### src/rtl/rxq_pkg.sv
package rxq_pkg;
  localparam int RXQ_DW = 8;

  typedef struct packed {
    logic              brk;
    logic              ferr;
    logic              perr;
    logic [RXQ_DW-1:0] data;
  } rxq_entry_t;

  // threshold in characters for the two-bit select
  function automatic int unsigned trig_level(input logic [1:0] sel);
    case (sel)
      2'd0:    return 1;
      2'd1:    return 4;
      2'd2:    return 8;
      default: return 14;
    endcase
  endfunction

  function automatic logic entry_err(input rxq_entry_t e);
    return e.perr | e.ferr | e.brk;
  endfunction
endpackage

### src/rtl/rxq_store.sv
module rxq_store
  import rxq_pkg::*;
#(
  parameter int DEPTH = 16,
  localparam int AW = $clog2(DEPTH)
) (
  input  logic          clk,
  input  logic          we,
  input  logic [AW-1:0] waddr,
  input  rxq_entry_t    wdata,
  input  logic [AW-1:0] raddr,
  output rxq_entry_t    rdata
);
  rxq_entry_t mem [DEPTH];

  always_ff @(posedge clk) begin
    if (we) mem[waddr] <= wdata;
  end

  assign rdata = mem[raddr];
endmodule

### src/rtl/rxq_idle_timer.sv
module rxq_idle_timer #(
  parameter int LIMIT = 4,
  localparam int CW = $clog2(LIMIT + 1)
) (
  input  logic clk,
  input  logic rst_n,
  input  logic restart,
  input  logic idle_empty,
  input  logic tick,
  output logic expired
);
  logic [CW-1:0] ticks;

  always_ff @(posedge clk) begin
    if (!rst_n)                          ticks <= '0;
    else if (restart || idle_empty)      ticks <= '0;
    else if (tick && ticks != CW'(LIMIT)) ticks <= ticks + CW'(1);
  end

  assign expired = (ticks == CW'(LIMIT));
endmodule

### src/rtl/rx_err_fifo.sv
module rx_err_fifo
  import rxq_pkg::*;
#(
  parameter int DEPTH    = 16,
  parameter int TO_TICKS = 4,
  localparam int AW = $clog2(DEPTH),
  localparam int CW = $clog2(DEPTH + 1)
) (
  input  logic              clk,
  input  logic              rst_n,
  input  logic              fifo_en,
  input  logic [1:0]        trig_sel,
  input  logic              flush,
  input  logic              push_valid,
  input  logic [RXQ_DW-1:0] push_data,
  input  logic              push_perr,
  input  logic              push_ferr,
  input  logic              push_brk,
  input  logic              pop,
  input  logic              status_rd,
  input  logic              char_tick,
  output logic [RXQ_DW-1:0] rd_data,
  output logic              head_perr,
  output logic              head_ferr,
  output logic              head_brk,
  output logic              data_ready,
  output logic              err_summary,
  output logic              overrun,
  output logic              trig_irq,
  output logic              timeout_irq
);
  logic [CW-1:0] cnt, err_cnt, cap, level;
  logic [AW-1:0] wp, rp, waddr;
  logic          mode_q, err_sum_q, ovr_q;
  logic          flush_evt, nonempty, full, accept, take, drop, overwrite, we;
  logic          expired;
  rxq_entry_t    new_e, head_e;

  // named internal events
  assign flush_evt = flush | (fifo_en != mode_q);
  assign cap       = fifo_en ? CW'(DEPTH) : CW'(1);
  assign level     = fifo_en ? CW'(trig_level(trig_sel)) : CW'(1);
  assign nonempty  = (cnt != '0);
  assign full      = (cnt == cap);
  assign take      = pop & nonempty & ~flush_evt;
  assign accept    = push_valid & ~flush_evt & (~full | take);
  assign drop      = push_valid & ~flush_evt & full & ~take & fifo_en;
  assign overwrite = push_valid & ~flush_evt & full & ~take & ~fifo_en;
  assign we        = accept | overwrite;
  assign waddr     = overwrite ? rp : wp;

  assign new_e = '{brk: push_brk, ferr: push_ferr, perr: push_perr, data: push_data};

  rxq_store #(.DEPTH(DEPTH)) u_store (
    .clk(clk), .we(we), .waddr(waddr), .wdata(new_e),
    .raddr(rp), .rdata(head_e)
  );

  rxq_idle_timer #(.LIMIT(TO_TICKS)) u_timer (
    .clk(clk), .rst_n(rst_n),
    .restart(push_valid | pop | flush_evt),
    .idle_empty(~nonempty), .tick(char_tick), .expired(expired)
  );

  always_ff @(posedge clk) begin
    if (!rst_n) begin
      mode_q    <= fifo_en;
      cnt       <= '0;
      err_cnt   <= '0;
      wp        <= '0;
      rp        <= '0;
      rd_data   <= '0;
      err_sum_q <= 1'b0;
      ovr_q     <= 1'b0;
    end else begin
      mode_q <= fifo_en;
      if (take) rd_data <= head_e.data;
      if (drop || overwrite)  ovr_q <= 1'b1;
      else if (status_rd)     ovr_q <= 1'b0;
      if (flush_evt) begin
        cnt       <= '0;
        err_cnt   <= '0;
        wp        <= '0;
        rp        <= '0;
        err_sum_q <= 1'b0;
      end else begin
        cnt     <= cnt + CW'(accept) - CW'(take);
        wp      <= wp + AW'(accept);
        rp      <= rp + AW'(take);
        err_cnt <= err_cnt + CW'(we & entry_err(new_e))
                           - CW'((take | overwrite) & entry_err(head_e));
        if (we && entry_err(new_e))       err_sum_q <= 1'b1;
        else if (status_rd && err_cnt == '0) err_sum_q <= 1'b0;
      end
    end
  end

  assign data_ready  = nonempty;
  assign head_perr   = nonempty & head_e.perr;
  assign head_ferr   = nonempty & head_e.ferr;
  assign head_brk    = nonempty & head_e.brk;
  assign err_summary = err_sum_q & fifo_en;
  assign overrun     = ovr_q;
  assign trig_irq    = (cnt >= level);
  assign timeout_irq = fifo_en & nonempty & expired;
endmodule

### config.mk
export PLATFORM = sky130hd
export DESIGN_NAME = rx_err_fifo
export DESIGN_NICKNAME = d
export VERILOG_FILES = /design/src/rtl/rxq_pkg.sv /design/src/rtl/rxq_store.sv /design/src/rtl/rxq_idle_timer.sv /design/src/rtl/rx_err_fifo.sv
export SDC_FILE = /design/constraint.sdc
export NUM_CORES = 1
export LEC_CHECK = 0
export BUFFER_PORTS_ARGS = -buffer_cell sky130_fd_sc_hd__clkbuf_2
export CAP_MARGIN = 5
export CELL_PAD_IN_SITES_DETAIL_PLACEMENT = 0
export CELL_PAD_IN_SITES_GLOBAL_PLACEMENT = 1
export CORE_UTILIZATION = 57
export CTS_CLUSTER_SIZE = 10
export DETAILED_ROUTE_END_ITERATION = 6
export PLACE_DENSITY_LB_ADDON = 0.1
export REMOVE_ABC_BUFFERS = 1
export SETUP_SLACK_MARGIN = 0.02
export SLEW_MARGIN = 20
export SYNTH_ARGS = -nofsm -noshare
export SYNTH_HDL_FRONTEND = slang
export SYNTH_SLANG_ARGS = --single-unit
### constraint.sdc
create_clock -name clk -period 6.7 [get_ports clk]
set_clock_uncertainty 0.1 [all_clocks]
set_input_delay 0.335 -clock clk [delete_from_list [all_inputs] [get_ports clk]]
set_output_delay 0.335 -clock clk [all_outputs]
set_load 0.05 [all_outputs]
**Word level (Yosys, flattened, before mapping)**

Memories as Yosys holds them, arrays and structs flattened. A register that Yosys moved wholly into a read port is not among the register bits.
Index checks and enable logic that the tools add are counted.

- Eq/ne operators: 6
- Order comparisons: 1
- Reductions and logical operators: 12
- Add/sub/neg operators: 7
- Muxes and demuxes: 11
- Bitwise logic cells: 32

Operators by type and width:

| operator | number |
|---|---|
| 1-bit bitwise AND | 16 |
| 4-bit case mux with 3 select lines | 1 |
| 5-bit by 1-bit adder with 5-bit output | 2 |
| 5-bit 2-to-1 mux | 2 |
| 1-bit OR | 10 |
| 5-bit by 1-bit subtractor with 5-bit output | 2 |
| 4-bit by 1-bit adder with 4-bit output | 2 |
| 4-bit 2-to-1 mux | 2 |
| 1-bit 2-to-1 mux | 6 |
| 1-bit NOT | 6 |
| 5-bit == test | 1 |
| 5-bit >= comparator | 1 |
| 5-bit logical NOT | 1 |
| 5-bit nonzero test | 1 |
| 2-bit nonzero test | 2 |
| 2-bit OR reduction | 2 |
| 3-bit by 1-bit adder with 3-bit output, second input constant | 1 |
| 3-bit == test, second input constant | 1 |
| 1-bit logical AND | 3 |
| 3-bit inequality test, second input constant | 1 |
| 2-bit by 1-bit == test with 1-bit output, second input constant | 1 |
| 2-bit == test, second input constant | 1 |
| 2-bit logical NOT | 1 |
| 1-bit logical OR | 2 |
| 1-bit inequality test | 1 |

- Input bits: 21
- Output and inout bits: 16
- Memories kept: 1
- Flip-flop bits (word level): 32
- Bits in writable memories: 176
- Word-level logic and storage cells: 79

Memory list:

| name | depth | width | read ports | clocked after memory_dff | write ports | line | source |
|---|---|---|---|---|---|---|---|
| u_store.mem | 16 | 11 | 1 | 1 | 1 | rxq_store.sv:14 | `rxq_entry_t mem [DEPTH];` |

**Longest topological paths before layout**

- Depth after elaboration: 11
- Depth in mapped cells: 16

**By module**

Synthesis repeated with hierarchy kept, for this count alone.

- Cells, all modules: 501
- Area total of the unflattened synthesis: 8735.9 µm²

Modules (own cells, without submodules):

| module | area each (µm²) | cells an instance | sequential area each (µm²) | instances |
|---|---|---|---|---|
| rxq_store | 6819.0 | 294 | 5285.1 | 1 |
| rx_err_fifo | 1710.4 | 188 | 580.6 | 1 |
| rxq_idle_timer | 206.4 | 19 | 60.1 | 1 |

**Least setup slack after synthesis**

No wires, ideal clock.

- Path kind: reg-to-reg
- Start point: register rp[0] (netlist name)
- End point: register err_cnt[4]
- Data required time: 6.479 ns
- Slack: 3.309 ns
- Cell stages (with the launch flop): 16
- Data arrival time: 3.170 ns
- Period minus slack after synthesis: 3.391 ns
- Path through: dfxtp_1 buf_6 buf_2 mux4_2 a22oi_1 nand2_1 o31a_1 ha_1 inv_1 ha_1 inv_1 fa_1 nand2b_1 a21oi_1 o21ai_0 nor3b_1

RTL lines:

| item | line | source |
|---|---|---|
| to (signal assigned) | rx_err_fifo.sv:90 | `err_cnt <= err_cnt + CW'(we & entry_err(new_e))` |
| to (decl) | rx_err_fifo.sv:32 | `logic [CW-1:0] cnt, err_cnt, cap, level;` |

==> metrics.txt <==
fmax=0.2351 GHz; number of global-route vias before repair=between 4000 and 5000; top post-synthesis cells by count=edfxtp_1 (176), mux4_2 (42), dfxtp_1 (32); Nets=587; clk sinks=208; Tot GR Track Use=22.71%; outcome=complete, no violations; Logic pwr share=around 2.1%; net switching power=517.2 uW; synth warn=0; Worst Path Max Fanout=between 50 and 60; Routed Antenna Nets=0; slew of the pin with the lowest slew margin=1.035 ns; Net Sw Frac=19.59%; flop and latch count out of synthesis=around 210; CP endpoint kind=register; power density cells=between 200 and 300 mW/mm^2; antenna violations before repair=0; Gate Count Post-Synth=493; global placer's final weighted congestion=0.7334; Setup Viol. Count Final=0; layout cells sized above 1=roughly a quarter; syn_area_per_cell=17.41 sq um; dpl hpwl=10.34 mm; max_cap viols=0; CTS buffer count=25; Detailed Route WL=16.90 mm; root buffer cell=clkbuf_16; Die H=124.7 um; Resize count post-CTS=0; PortBufs=36; Post-CTS Hold Buffers=0; Via density=6.175; post-CTS setup buffer count=0; Area contributors post-synth=edfxtp_1 (62%), mux4_2 (11%), dfxtp_1 (7.5%); Arr. time, crit path=4.52 ns; Mapped Area=0.008581 sq mm; crit path launch type=register; Initial Utilization=58.82%; most numerous cell in the Yosys netlist=edfxtp_1; H-tree Lvls=1; Yosys top cell by area=edfxtp_1; prevailing post-synth register cell=edfxtp_1; sequential fraction of the synthesis area=69.06%; Crit path required time=between 6 and 7 ns; EDFF count, synth=around 180; Netlist cell types=47; Sequential Power Share=a little over half; GRT overflow=0; drc violations=0; ys async rst share=0%; Worst-Skew Late Latency=0.51 ns; die width=124.7 um; Clock Power Share=44.5%; Pleak=0.003288 uW; Fin Setup TNS=0 ns; number of top-level pins=37; final hold vios=0; Hold WS=0.02697 ns; Rows=44; RSZ-0062 raised after global routing=no; clk buf depth=3; internal power=2122 uW; Hold Crit Class=in2reg; VDD IR max=0.2504 mV; WL/cell=22.62 um; Layout area overhead=13.91%; first-pass GRT wire length=approximately 26 mm; ant diodes=0; CP Class=reg2reg; routed vias=about 4600; Initial DRC Count=376; CTS tree=built; core area=0.01459 sq mm; Final period util=a little under two thirds; Final Critical Period=4.254 ns; pin count of the biggest net entering global routing=52; Slew Limit Headroom=30.63%; drt first pass iters=4; Die Footprint=0.01555 sq mm; post-synth top area share=61.59%; Worst-path clk slew=0.06 ns; final slew viol count=0
## worst max-delay path, stage by stage (launching register included)
cell	delay, ns
dfxtp_4	0.98
mux4_1	0.67
mux4_2	0.48
o31a_1	0.36
ha_1	0.30
inv_1	0.06
ha_1	0.17
inv_1	0.06
fa_1	0.39
nand2b_1	0.16
a21oi_1	0.17
o21ai_0	0.09
nor3b_1	0.14
## power groups by stage
stage	Clock (uW)	Combinational, uW	Sequential [uW]
after floorplan	0	22.8	1430
after global routing	1250	62.3	1410
final	1180	56.6	1410
after CTS	1190	55.8	1410
after global placement	0	52.6	1430
after detailed placement	0	55.9	1430
## stage by stage
step	instances	cell area [sq um]	util [%]	setup WS (ns)	total power, uW
floorplan	471	8451	-	1.603	1458
global placement	700	9004	61.72	2.459	1486
detailed placement	700	9022	61.84	2.385	1490
CTS	746	9738	66.75	2.385	2658
global route	747	9774	67.00	2.119	2717
finish	747	9774	67.00	2.446	2640
## routing by layer
layer / part of all wire (%) / vias to the layer above / GRT usage (%)
met5: 0 / - / 0
met2: 48 / 144 / 35.98
met3: 7.4 / 36 / 4.682
met1: 43 / 2357 / 32.40
li1: - / 2076 / -
met4: 2.1 / 0 / 6.024
## sequential cells by signal (all words and copies together), names as in the netlist
name,flops
err_cnt,5
overrun,1
wp,4
cnt,5
err_sum_q,1
rd_data,8
u_timer.ticks,3
u_store.mem,176
rp,4
mode_q,1
## final timing paths
path | from | end | slack, ns | depth (start not counted)
min reg2reg | err_sum_q | err_sum_q | 0.35 | 2
min | status_rd | err_sum_q | 0.03 | 4
max | rp[0] | err_cnt[4] | 2.45 | 12
max reg2reg | rp[0] | err_cnt[4] | 2.45 | 12
## layout make-up
class / instances / area (sq um)
Sequential cell: 208 / 5931
Fill cell: 994 / 4815
Multi-Input combinational cell: 248 / 2582
Clock buffer: 43 / 693.2
Timing Repair Buffer: 46 / 259.0
Tap cell: 184 / 230.2
Inverter: 15 / 56.30
Clock inverter: 3 / 22.52
## logic make-up (layout without fill, tap and decap cells)
family          after synthesis  after routing  synth area share [%]
flops                       208            208                 69.06
fa+ha+maj                    22             22                 3.383
compound gates               57             57                 4.695
simple gates                104            104                 6.562
buf+inv                      37            107                 2.173
xor+xnor                     12             12                 1.225
mux                          53             53                 12.90
## cell usage in the layout, fill, tap and decap left out, types with 6 or more instances in the layout
cell and instances:
edfxtp_1 176, mux4_2 42, clkbuf_2 36, dfxtp_1 30, clkbuf_16 25, nand2_1 20
ha_1 20, nor2_1 19, clkbuf_1 18, inv_1 15, and2_1 11, a21oi_1 11
buf_4 9, xnor2_1 8, nor2b_1 8, a22o_1 8, a221oi_1 8, o22ai_1 8
nor3_2 7, nor3_4 7, nor3_1 6, mux2i_1 6
Note: power is estimated with default switching activity, not from simulation.
